<file path="src/rtl/click_disc_pkg.sv">
package click_disc_pkg;

    localparam int unsigned DEF_WINDOW_TICKS = 5;

    typedef enum logic [1:0] {
        ST_UNARMED = 2'd0,
        ST_WAIT    = 2'd1,
        ST_WINDOW  = 2'd2
    } cd_state_e;

    typedef struct packed {
        logic single_hit;
        logic double_hit;
    } cd_verdict_t;

    function automatic cd_verdict_t judge(input logic in_window,
                                          input logic click,
                                          input logic timeout);
        cd_verdict_t v;
        v.double_hit = in_window & click;
        v.single_hit = in_window & timeout & ~click;
        return v;
    endfunction

endpackage

</file>
<file path="src/rtl/cd_tick_counter.sv">
module cd_tick_counter #(
    parameter int unsigned WINDOW_TICKS = 5,
    localparam int unsigned CNT_W = $clog2(WINDOW_TICKS + 1)
) (
    input  logic clk_i,
    input  logic rst_i,
    input  logic clear_i,
    input  logic step_i,
    output logic timeout_o
);
    localparam logic [CNT_W-1:0] LAST = CNT_W'(WINDOW_TICKS - 1);

    logic [CNT_W-1:0] count_q;

    always_ff @(posedge clk_i) begin
        if (rst_i || clear_i) begin
            count_q <= '0;
        end else if (step_i) begin
            count_q <= count_q + 1'b1;
        end
    end

    assign timeout_o = step_i && (count_q == LAST);
endmodule

</file>
<file path="src/rtl/cd_ctrl.sv">
module cd_ctrl
    import click_disc_pkg::*;
(
    input  logic        clk_i,
    input  logic        rst_i,
    input  logic        arm_i,
    input  logic        click_i,
    input  logic        timeout_i,
    output logic        in_window_o,
    output cd_verdict_t verdict_o,
    output cd_state_e   state_o
);
    cd_state_e   state_q, state_d;
    cd_verdict_t verdict;

    assign in_window_o = (state_q == ST_WINDOW);
    assign verdict     = judge(in_window_o, click_i, timeout_i);

    always_comb begin
        state_d = state_q;
        unique case (state_q)
            ST_UNARMED: if (arm_i)   state_d = ST_WAIT;
            ST_WAIT:    if (click_i) state_d = ST_WINDOW;
            ST_WINDOW:  if (verdict.single_hit || verdict.double_hit)
                            state_d = ST_WAIT;
            default:    state_d = ST_UNARMED;
        endcase
    end

    always_ff @(posedge clk_i) begin
        if (rst_i) state_q <= ST_UNARMED;
        else       state_q <= state_d;
    end

    assign verdict_o = verdict;
    assign state_o   = state_q;
endmodule

</file>
<file path="src/rtl/cd_pulse_reg.sv">
module cd_pulse_reg
    import click_disc_pkg::*;
(
    input  logic        clk_i,
    input  logic        rst_i,
    input  cd_verdict_t verdict_i,
    output logic        single_o,
    output logic        double_o
);
    cd_verdict_t out_q;

    always_ff @(posedge clk_i) begin
        if (rst_i) out_q <= '0;
        else       out_q <= verdict_i;
    end

    assign single_o = out_q.single_hit;
    assign double_o = out_q.double_hit;
endmodule

</file>
<file path="src/rtl/click_discriminator.sv">
module click_discriminator
    import click_disc_pkg::*;
#(
    parameter int unsigned WINDOW_TICKS = DEF_WINDOW_TICKS
) (
    input  logic clk_i,
    input  logic rst_i,
    input  logic arm_i,
    input  logic click_i,
    input  logic tick_i,
    output logic single_o,
    output logic double_o
);
    logic        in_window;
    logic        timeout;
    cd_verdict_t verdict;
    cd_state_e   ctrl_state;

    cd_tick_counter #(.WINDOW_TICKS(WINDOW_TICKS)) u_count (
        .clk_i    (clk_i),
        .rst_i    (rst_i),
        .clear_i  (~in_window),
        .step_i   (in_window & tick_i),
        .timeout_o(timeout)
    );

    cd_ctrl u_ctrl (
        .clk_i      (clk_i),
        .rst_i      (rst_i),
        .arm_i      (arm_i),
        .click_i    (click_i),
        .timeout_i  (timeout),
        .in_window_o(in_window),
        .verdict_o  (verdict),
        .state_o    (ctrl_state)
    );

    cd_pulse_reg u_out (
        .clk_i    (clk_i),
        .rst_i    (rst_i),
        .verdict_i(verdict),
        .single_o (single_o),
        .double_o (double_o)
    );
endmodule

</file>
<file path="config.mk">
export PLATFORM = sky130hd
export DESIGN_NAME = click_discriminator
export DESIGN_NICKNAME = d
export VERILOG_FILES = /design/src/rtl/click_disc_pkg.sv /design/src/rtl/cd_tick_counter.sv /design/src/rtl/cd_ctrl.sv /design/src/rtl/cd_pulse_reg.sv /design/src/rtl/click_discriminator.sv
export SDC_FILE = /design/constraint.sdc
export NUM_CORES = 1
export LEC_CHECK = 0
export CORE_AREA = 2 2 39 41
export DETAILED_ROUTE_END_ITERATION = 8
export DIE_AREA = 0 0 41 43
export PLACE_DENSITY = 0.5
export SLEW_MARGIN = 20
export SYNTH_ARGS = -nofsm -noshare
export SYNTH_HDL_FRONTEND = slang
export SYNTH_SLANG_ARGS = --single-unit
export TNS_END_PERCENT = 1
</file>
<file path="constraint.sdc">
create_clock -name clk_i -period 1.4 [get_ports clk_i]
set_clock_uncertainty 0.1 [all_clocks]
set_input_delay 0.14 -clock clk_i [delete_from_list [all_inputs] [get_ports clk_i]]
set_output_delay 0.14 -clock clk_i [all_outputs]
set_load 0.005 [all_outputs]
</file>
==> results list <==
* Sink Count: 7
- Required @ worst endpoint: between 1 and 1.5 ns
- Run status: finished clean
- Slowest-stage cell, CP: clkdlybuf4s50_1
- After detailed routing, the average wire length per cell comes to around 8.9 um.
- During synthesis, Yosys emitted a total of 0 warnings.
- The worst setup path is of the flip-flop to output port kind.
* Input/output buffers: 6
- For the worst-skew pair, the clock arrives at the later sink with an insertion delay of roughly 0.25 ns.
* Cell count after synthesis: 32
* DRT Wirelength: 535 um
* Starting Density: between 20 and 25%
* Total leakage power: roughly 0.16 nW
- Final hold vios: 0
* Highest cell delay on the worst timing path: 0.49 ns
* Floorplan Core Area: 0.00138 mm2
* Horizontal extent of the die: ~40 um
- After clock tree synthesis, the setup repair step added 0 buffers.
* Critical path buffers and inverters: 1
* Total clock buffers created by CTS: 3
- Critical path, cell by cell: clkdlybuf4s50_1
* Endpoint kind of the worst setup timing path: output port
- Count of vias placed by the detailed router: 248
- Measured against its own limit, the worst slew margin works out to roughly 85%.
* Initial antenna violation count: 0
* Number of standard cells in the final layout excluding fillers: 60
- CTS resizes: 0
- Global routing finished with a remaining overflow of 0.
- Row generation in the floorplan step produced 14 rows.
* Achievable frequency: between 700 and 800 MHz
- After synthesis the cells add up to approximately 300 um2.
- Kind of cell with the highest combined delay on the critical path: buffers and inverters
- Post-DR vias/cell: between 4 and 5
- Synthesis instantiated 17 different standard cells from the library.
- Number of cells in the design after placement: 56
* Hold buffer count at cts: 0
* Total routing resource utilization after global routing: 8.56%
* Share of synthesized area occupied by flip-flops and latches: a little under half
- Slew of the pin with the lowest slew margin: 0.220 ns
* Fraction of layout instances using a drive strength above 1: ~16%
* Total power divided by cell area: about 1000 mW/mm2
- Per-instance average area after synthesis: between 9 and 10 um2
* Final critical-path share of the clock period: 92.0%
* Final setup viols: 0
- The count of final max-slew check failures came to 0.
- Buffer cell driving the clock tree root: clkbuf_4
- The floorplan step defined a die boundary enclosing between 0.0015 and 0.002 mm2.
- The repair_antennas step left the layout with diodes totalling 0.
* DRT antenna net count: 0
- CTS HTree Levels: 1
- After clock tree synthesis, the clock-pin slew on the worst setup and hold paths is about 0.050 ns.
- Worst path arrival time: roughly 1.1 ns
- After filler insertion, the fill cell instance count of the layout stands at 163.
- CP Launch Type: flip-flop
- Via count of the first global-routing pass: 251
- Top-level I/O count: 7
- Along the worst path, the maximum fanout reaches 1.
* Length of the first detailed-routing pass in iterations: 2
- First-pass GRT wire length: around 950 um
* Synth Register Bits: 7
* GP Congestion: just under 0.6
* Time the final worst path needs with I/O delays and setup: between 1 and 1.5 ns
* Total Neg Setup Slack: 0 ns
- Chip Height: 43 um
- TritonCTS built the clock tree.
- HPWL after detailed placement: 390 um
* Maximum Capacitance Violations: 0
- Iter 0 DRT Violations: 2
* Total Nets Final: 52
- Nets in the synthesized netlist: 39
- Residual DRC: 0
* Tightest Hold Check Type: flip-flop to flip-flop
- Setup repair after global routing left no endpoint under its margin.
- Entering global routing, the biggest net connects 7 pins.
- From synthesis to final layout, the design area changed by 40.6%.
* Worst-case vdd ir drop: between 300 and 400 uV
* Buffer levels on the longest clock path: 2
[cell usage after synthesis (all sizes together)]
cell / number / share of area [%]
mux2i: 1 / 3.3
a21oi: 1 / 1.7
nand3b: 2 / 5.0
xnor2: 1 / 2.9
nand2: 2 / 2.5
nor3: 2 / 5.0
nor2: 5 / 6.3
ha: 2 / 8.4
a31oi: 1 / 2.1
nand3: 1 / 1.7
or3b: 1 / 3.8
dfxtp: 7 / 47
and3: 1 / 2.1
o21ai: 1 / 1.7
inv: 3 / 3.8
xor2: 1 / 2.9
[metrics by stage]
step / worst slack (ns) / instance area [um2] / total power, W / utilization [%] / hold slack [ns]
6_report: 0.111 / 420 / 0.000426 / 30.4 / 0.384
3_5_place_dp: 0.0775 / 394 / 0.000253 / 28.5 / 0.391
5_1_grt: 0.0303 / 420 / 0.000460 / 30.4 / 0.403
2_1_floorplan: 0.208 / 299 / 0.000228 / - / 0.109
4_1_cts: 0.0847 / 420 / 0.000440 / 30.4 / 0.390
3_3_place_gp: 0.0883 / 394 / 0.000253 / 28.5 / 0.392
[state kept, by name, indices dropped and copies added, names as in the netlist]
name	count
u_ctrl.state_o	2
u_out.double_o	1
u_out.single_o	1
u_count.count_q	3
[placed cells by master, fill, tap and decap left out]
cell type        n
dfxtp_1          7
clkdlybuf4s50_1  6
nor2_1           5
inv_1            3
clkbuf_4         3
nand3b_1         2
nand2_1          2
ha_1             2
buf_4            2
or3b_4           1
a31oi_1          1
a21oi_1          1
nor3_1           1
o21ai_0          1
and3_1           1
mux2i_1          1
xnor2_1          1
nand3_1          1
nor3_2           1
xor2_1           1
clkbuf_1         1
[worst paths after layout]
| check | from | to | slack (ns) | cells past startpoint |
|---|---|---|---|---|
| max reg2reg | u_count.count_q[0] | u_ctrl.state_o[0] | 0.11 | 5 |
| max | u_out.double_o | double_o | 0.11 | 1 |
| min | u_count.count_q[2] | u_out.single_o | 0.38 | 2 |
| min reg2reg | u_count.count_q[2] | u_out.single_o | 0.38 | 2 |
[where the power goes]
group	switching, W	leakage, nW	total, W	internal, W
Combinational	0.0000138	0.0891	0.0000380	0.0000242
Sequential	0.00000563	0.0568	0.000211	0.000205
Clock	0.0000693	0.0150	0.000178	0.000108
Total	0.0000887	0.161	0.000426	0.000338
[layout make-up]
type / count / area (um2) / area share, %
Multi-Input combinational cell: 22 / 148 / 35.1
Sequential cell: 7 / 140 / 33.3
Timing Repair Buffer: 8 / 75.1 / 17.9
Clock buffer: 4 / 26.3 / 6.25
Tap cell: 16 / 20.0 / 4.76
Inverter: 3 / 11.3 / 2.68
[metal layers]
metal	global-route usage, %	share of wire [%]	vias up
li1	-	-	132
met2	12.2	47	5
met4	4.00	0	0
met1	8.12	47	111
met5	0	0	-
met3	7.85	6.5	0
[kinds of logic (layout without fill, tap and decap cells)]
| logic type | count (synthesis) | after routing | share of synthesized area (%) |
|---|---|---|---|
| compound gates | 3 | 3 | 5.44 |
| xor+xnor | 2 | 2 | 5.86 |
| fa+ha+maj | 2 | 2 | 8.37 |
| buf+inv | 3 | 15 | 3.77 |
| flops | 7 | 7 | 46.9 |
| mux | 1 | 1 | 3.35 |
| simple gates | 14 | 14 | 26.4 |
Power figures use the tool's default switching activity.
